### src/rtl/irq_countdown_timer.sv
module irq_countdown_timer #(
  parameter int CNT_W = 32,
  parameter int VEC_W = 8
) (
  input  logic             clk,
  input  logic             rst_n,
  input  logic             sw_enable,
  input  logic             div_we,
  input  logic [3:0]       div_wdata,
  input  logic             icnt_we,
  input  logic [CNT_W-1:0] icnt_wdata,
  input  logic             ent_we,
  input  logic [VEC_W+1:0] ent_wdata,
  output logic [3:0]       div_cfg,
  output logic [CNT_W-1:0] init_count,
  output logic [CNT_W-1:0] cur_count,
  output logic [VEC_W+1:0] ent_value,
  output logic             irq_pulse,
  output logic [VEC_W-1:0] irq_vector
);
  localparam int ENT_W    = VEC_W + 2;
  localparam int MASK_BIT = VEC_W;
  localparam int MODE_BIT = VEC_W + 1;
  localparam int PRE_W    = 7;
  localparam logic [ENT_W-1:0] MASK_ONE = ENT_W'(1) << MASK_BIT;

  logic [3:0]       div_q;
  logic [CNT_W-1:0] init_q, cur_q;
  logic [ENT_W-1:0] ent_q;
  logic [PRE_W-1:0] pre_q;
  logic             sw_q, irq_q;
  logic [VEC_W-1:0] vec_q;

  logic [2:0]       div_exp;
  logic [PRE_W-1:0] div_mask;
  logic             tick;

  assign div_exp  = {div_q[3], div_q[1:0]} + 3'd1;
  assign div_mask = PRE_W'((8'd1 << div_exp) - 8'd1);
  assign tick     = (pre_q & div_mask) == div_mask;

  always_ff @(posedge clk) begin
    if (!rst_n) begin
      div_q  <= '0;
      init_q <= '0;
      cur_q  <= '0;
      ent_q  <= MASK_ONE;
      pre_q  <= '0;
      sw_q   <= 1'b0;
      irq_q  <= 1'b0;
      vec_q  <= '0;
    end else begin
      sw_q  <= sw_enable;
      irq_q <= 1'b0;
      if (div_we) div_q <= div_wdata & 4'b1011;
      if (ent_we)
        ent_q <= ent_wdata | (sw_enable ? '0 : MASK_ONE);
      else if (sw_q && !sw_enable)
        ent_q[MASK_BIT] <= 1'b1;
      if (icnt_we) begin
        init_q <= icnt_wdata;
        cur_q  <= icnt_wdata;
        pre_q  <= '0;
      end else if (cur_q != '0) begin
        pre_q <= pre_q + 1'b1;
        if (tick) begin
          if (cur_q == CNT_W'(1)) begin
            irq_q <= !ent_q[MASK_BIT];
            vec_q <= ent_q[VEC_W-1:0];
            cur_q <= ent_q[MODE_BIT] ? init_q : '0;
          end else begin
            cur_q <= cur_q - 1'b1;
          end
        end
      end
    end
  end

  assign div_cfg    = div_q;
  assign init_count = init_q;
  assign cur_count  = cur_q;
  assign ent_value  = ent_q;
  assign irq_pulse  = irq_q;
  assign irq_vector = vec_q;
endmodule

### config.mk
export PLATFORM = sky130hd
export DESIGN_NAME = irq_countdown_timer
export DESIGN_NICKNAME = d
export VERILOG_FILES = /design/src/rtl/irq_countdown_timer.sv
export SDC_FILE = /design/constraint.sdc
export NUM_CORES = 1
export LEC_CHECK = 0
export ABC_CLOCK_PERIOD_IN_PS = 2400
export BUFFER_PORTS_ARGS = -buffer_cell sky130_fd_sc_hd__buf_2
export CORE_UTILIZATION = 48
export CTS_CLUSTER_DIAMETER = 120
export DETAILED_ROUTE_END_ITERATION = 8
export GPL_TIMING_DRIVEN = 0
export PLACE_DENSITY_LB_ADDON = 0.08
export SLEW_MARGIN = 10
export SYNTH_ARGS = -nofsm -noshare
export SYNTH_HDL_FRONTEND = slang
export SYNTH_SLANG_ARGS = --single-unit
### constraint.sdc
create_clock -name clk -period 2.4 [get_ports clk]
set_input_delay 0.6 -clock clk [delete_from_list [all_inputs] [get_ports clk]]
set_output_delay 0.6 -clock clk [all_outputs]
set_load 0.05 [all_outputs]
After elaboration in Yosys (flattened, before gate mapping)
Cells that the tools add are included.
{"block": "op_classes", "div": 0, "magnitude_cmp": 0, "bitwise_logic": 7, "addsub": 4, "eq_ne": 2, "shifts": 1, "mul": 0, "mux": 8, "reduce_logical": 11}
{"op": "32-bit 2-to-1 mux", "count": 5}
{"op": "32-bit by 1-bit == test with 1-bit output (second input constant)", "count": 1}
{"op": "32-bit nonzero test", "count": 1}
{"op": "32-bit by 1-bit subtractor with 32-bit output (second input constant)", "count": 1}
{"op": "10-bit by 9-bit bitwise OR with 10-bit output", "count": 1}
{"op": "9-bit 2-to-1 mux", "count": 1}
{"op": "7-bit by 1-bit adder with 7-bit output (second input constant)", "count": 1}
{"op": "7-bit AND", "count": 1}
{"op": "7-bit == test", "count": 1}
{"op": "1-bit by 3-bit << shifter with 7-bit output (first input constant)", "count": 1}
{"op": "7-bit by 1-bit subtractor with 7-bit output (second input constant)", "count": 1}
{"op": "2-bit nonzero test", "count": 3}
{"op": "1-bit inverter", "count": 5}
{"op": "5-bit OR reduction", "count": 1}
{"op": "4-bit AND reduction", "count": 1}
{"op": "3-bit by 1-bit adder with 3-bit output (second input constant)", "count": 1}
{"op": "1-bit logical NOT", "count": 2}
{"op": "1-bit 2-to-1 mux", "count": 2}
{"op": "2-bit AND reduction", "count": 1}
{"op": "2-bit OR reduction", "count": 1}
{"op": "1-bit logical AND", "count": 1}
{"block": "totals", "memories": 0, "latch_bits": 0, "wordCells": 42, "register_bits": 94, "romBits": 0, "in_bits": 52, "ram_bits": 0}

Logic depth before layout (Yosys ltp)
{"block": "depth", "ltp_word": 8, "mapped_depth": 11, "mapped_depth_nobuf": 8}

Worst setup path before layout
Ideal clock, no wire load.
{"block": "synth_timing", "path_type": "flip-flop to flip-flop", "startpoint": "reg div_q[1] (netlist: div_cfg[1])", "endpoint": "reg cur_q[16] (netlist: cur_count[16])", "path_buffers": 2, "arrival_time_ps": 2786, "t_required_ps": 2314, "path_stages_with_launch": 11, "slack_ps": -472, "path_cell_list": "dfxtp_1 -> clkbuf_1 -> nand3_1 -> ha_1 -> or3_1 -> a211o_1 -> and4b_1 -> and4_4 -> buf_6 -> a31o_1 -> a221oi_2"}
{"block": "synth_via", "elab_chain_cells": 7}
{"element": "start, declared", "line": "27", "source": "logic [3:0] div_q;"}
{"element": "start signal, assigned", "line": "55", "source": "if (div_we) div_q <= div_wdata & 4'b1011;"}
{"element": "3-bit by 1-bit adder with 3-bit output (*)", "line": "38", "source": "assign div_exp = {div_q[3], div_q[1:0]} + 3'd1;"}
{"element": "1-bit by 3-bit << shifter with 7-bit output (*)", "line": "39", "source": "assign div_mask = PRE_W'((8'd1 << div_exp) - 8'd1);"}
{"element": "7-bit by 1-bit subtractor with 7-bit output (*)", "line": "39"}
{"element": "7-bit AND", "line": "40", "source": "assign tick = (pre_q & div_mask) == div_mask;"}
{"element": "7-bit == test (*)", "line": "40"}
{"element": "2-bit nonzero test (no source line) (*)"}
{"element": "2-bit AND reduction (no source line) (*)"}
{"element": "end signal, assigned", "line": "62", "source": "cur_q <= icnt_wdata;"}
{"element": "end signal, assigned", "line": "70", "source": "cur_q <= ent_q[MODE_BIT] ? init_q : '0;"}
{"element": "end signal, assigned", "line": "72", "source": "cur_q <= cur_q - 1'b1;"}
{"element": "end, declared", "line": "28", "source": "logic [CNT_W-1:0] init_q, cur_q;"}
Every way passes the cells marked *; elsewhere a longest branch is shown, timed or not.
A chain may end at the register's enable or synchronous reset.

Final worst setup path
{"block": "layout_timing", "startpoint": "reg div_q[0] (netlist: div_cfg[0])", "endpoint": "reg cur_q[4] (netlist: cur_count[4])"}
The elaborated chain is that of the path after synthesis.

==> out/metrics.yaml <==
status: "complete, but fails checks"
violations: "negative setup slack"
hold_path_class: "in -> reg"
hold_depth: 3
fin_skew_ns: 0.0162
power_density_nw_per_um2: 610
synth_area_um2: 4970
vias: 5550
clk_pin_slew_ns: 0.10
overflow: 0
hold_viol: 0
wl_per_cell_um: 19.9
p_int_w: 0.00268
grt_pass1_vias: 5128
yosys.area.top_type: "dfxtp_1"
drc: 0
grt_max_degree: 17
dr.first_iter.drc_count: 537
ys_async_sr_fraction_pct: 0
power_switching_w: 0.00139
p_leak_nw: 2.88
clockPowerShare_pct: 33.1
antenna_found_initial: 0
synth_edf_count: 0
firstDrtPassIters: 6
die_w_um: 104
num_rows: 36
port_buffers: 135
r2r_cells: 11
ys_warn_count: 0
combPwrFrac_pct: 24.2
synth_largest_type_area_fraction_pct: 37.9
fin_crit_ns: 2.63
ys_ff_latch: 94
n_antenna_cell: 0
crit_arrival_ns: 2.94
die_h_um: 104
synth.distinct_cells: 68
holdBufCountCts: 0
ant_nets: 0
nNetsFinal: 831
grt.total_usage_pct: 33.0
stdcell_area_um2: 6670
die-area_um2: 10800
seq_area_frac_synth_pct: 37.9
place.gp.congestion: 0.939
rsz0062_at_grt: "true"
syn_avg_cell_area_um2: 8.20
drt_wl_total_um: 18100
clockRootBuffer: "clkbuf_8"
core-area_um2: 9910
drv_cap: 0
start_util_pct: 50.2
reg2reg_slack_ns: -0.23
r2r-start: "div_cfg[0]$_SDFFE_PN0P_"
insertion_delay_ns: 0.40
crit_type: "reg -> reg"
synth_area_leaders: "dfxtp_1, mux2i_1, nor2_1, nand2_1, a21oi_1"
dpl-instance-area_um2: 5900
fill_cells: 852
setup_tns_ns: -6.24
slew_violations: 0
cts_tree: "built"
holdPathEnd: "ent_value[8]$_SDFFE_PN1P_"
tightestPinTransition_ns: 0.930
cts_buffers: 9
cts.sinks: 94
p_sw_share_pct: 34.1
worstHoldStart: "ent_wdata[8]"
endpoint_kind: "register"
ctsHtreeMaxLevel: 3
cp_max_fo: 6
worstPathRequired_ns: 2.71
timing.final.ws_setup_ns: -0.227
postSynthCellCount: 606
fmax_mhz: 381
ir_drop_mv: 0.552
syn_to_final_growth_pct: 34.2
regToRegEndpoint: "cur_count[4]$_SDFFE_PN0P_"
seq_power_share_pct: 42.7
ios: 139
critPathLaunchType: "register"
syn_nets: 663
period_share_pct: 109
synth_flop_cell: "dfxtp_1"
setup_violations: 41
routed_via_density: 6.09
post-dp-hpwl_um: 12000
relSlewSlack_pct: 37.1
cts.path.max_buffers: 2
drive_gt1_share_pct: 33.5
grt_pass1_wl_um: 27500
## cell type report
cell class | instances | area [um^2] | share of cell area, %
Sequential cell | 94 | 1910 | 28.6
Multi-Input combinational cell | 453 | 3040 | 45.5
Clock inverter | 6 | 116 | 1.74
Inverter | 8 | 30.0 | 0.450
Tap cell | 133 | 166 | 2.50
Clock buffer | 10 | 138 | 2.06
Timing Repair Buffer | 163 | 996 | 14.9
Buffer | 45 | 277 | 4.15
## kinds of logic after synthesis
logic type	after synthesis	synth area share [%]
other	1	0.0755
AO/OA/AOI/OAI	140	18.4
XOR/XNOR	12	2.11
adder cells (fa/ha/maj)	5	1.26
buffers and inverters	59	5.59
AND/OR/NAND/NOR	248	25.2
multiplexers	47	9.47
flip-flops	94	37.9
## layer usage
metal	part of all wire [%]	track usage (%)	vias to the layer above	wire length, um
li1	-	-	2525	-
met1	41	41.9	2672	7370
met2	46	53.3	304	8380
met3	10	9.44	49	1870
met4	2.8	11.8	0	500
met5	0	0	-	0
## state kept, by name (all words and copies together), names as in the netlist
signal      flops
cur_count      32
init_count     32
ent_value      10
irq_vector      8
pre_q           7
div_cfg         3
irq_pulse       1
sw_q            1
## how the worst max path moves through the flow
stage / from / endpoint
6_report: div_cfg[0]$_SDFFE_PN0P_ / cur_count[4]$_SDFFE_PN0P_
5_1_grt: div_cfg[0]$_SDFFE_PN0P_ / cur_count[17]$_SDFFE_PN0P_
4_1_cts: div_cfg[0]$_SDFFE_PN0P_ / cur_count[17]$_SDFFE_PN0P_
3_5_place_dp: icnt_we / init_count[9]$_SDFFE_PN0P_
3_3_place_gp: div_cfg[3]$_SDFFE_PN0P_ / cur_count[17]$_SDFFE_PN0P_
2_1_floorplan: div_cfg[3]$_SDFFE_PN0P_ / cur_count[16]$_SDFFE_PN0P_
## critical path: stages (launching register included)
cell and delay (ns):
dfxtp_4 0.35, or3_1 0.37, ha_2 0.19, or3_1 0.31
a211o_1 0.25, and4b_1 0.23, nand4_1 0.13, buf_4 0.15
buf_8 0.13, buf_4 0.12, o21ai_4 0.05, a221oi_2 0.25
## synthesized netlist by cell type, types with 6 or more instances
| library cell | instances |
|---|---|
| a211o_1 | 6 |
| a21oi_1 | 37 |
| a31oi_1 | 14 |
| and3_1 | 15 |
| buf_1 | 6 |
| buf_2 | 6 |
| buf_4 | 7 |
| clkbuf_1 | 29 |
| dfxtp_1 | 94 |
| inv_1 | 7 |
| mux2i_1 | 47 |
| nand2_1 | 57 |
| nand3_1 | 28 |
| nand4_1 | 9 |
| nor2_1 | 73 |
| nor2b_1 | 6 |
| nor3_1 | 14 |
| nor4_1 | 8 |
| o211ai_1 | 6 |
| o21ai_0 | 35 |
| or3_1 | 8 |
| xnor2_1 | 7 |
## power groups by stage
stage	logic [W]	clock network (W)	registers [W]
after CTS	0.000941	0.00137	0.00173
final	0.000986	0.00135	0.00174
after detailed placement	0.000894	0	0.00177
after global placement	0.000886	0	0.00176
after floorplan	0.000385	0	0.00202
after global routing	0.00104	0.00143	0.00175
## timing repair
item / in CTS / in global routing
cloned: 4 / 2
buffers inserted: 18 / 5
pin swaps: 18 / 15
setup endpoints to repair: 41 / 41
resized for setup: 48 / 33
## placed cells by master (no fill, tap or decap), drive strengths merged, types with 4 or more instances in the layout
master	instances
nand3	29
xnor2	7
o31ai	4
nor3b	4
a21o	5
nor2b	6
xor2	5
nor3	14
ha	5
a21oi	37
or4	6
mux2i	47
or3	8
a31oi	14
nand2	57
o211ai	6
dfxtp	94
nor4	10
nand4	9
o21ai	37
a211o	6
a221oi	4
clkbuf	37
and3	15
inv	9
buf	181
nor2	73
## per-stage QoR
stage | hold slack [ns] | util [%] | worst slack, ns | total power, W | std cells
detailed placement | 0.440 | 59.5 | -0.374 | 0.00266 | 874
CTS | 0.407 | 65.3 | -0.176 | 0.00404 | 906
finish | 0.423 | 67.3 | -0.227 | 0.00407 | 912
floorplan | 0.462 | - | -0.237 | 0.00240 | 606
global route | 0.426 | 67.3 | -0.322 | 0.00422 | 912
global placement | 0.436 | 59.5 | -0.367 | 0.00265 | 874
(Power assumes the default switching activity.)
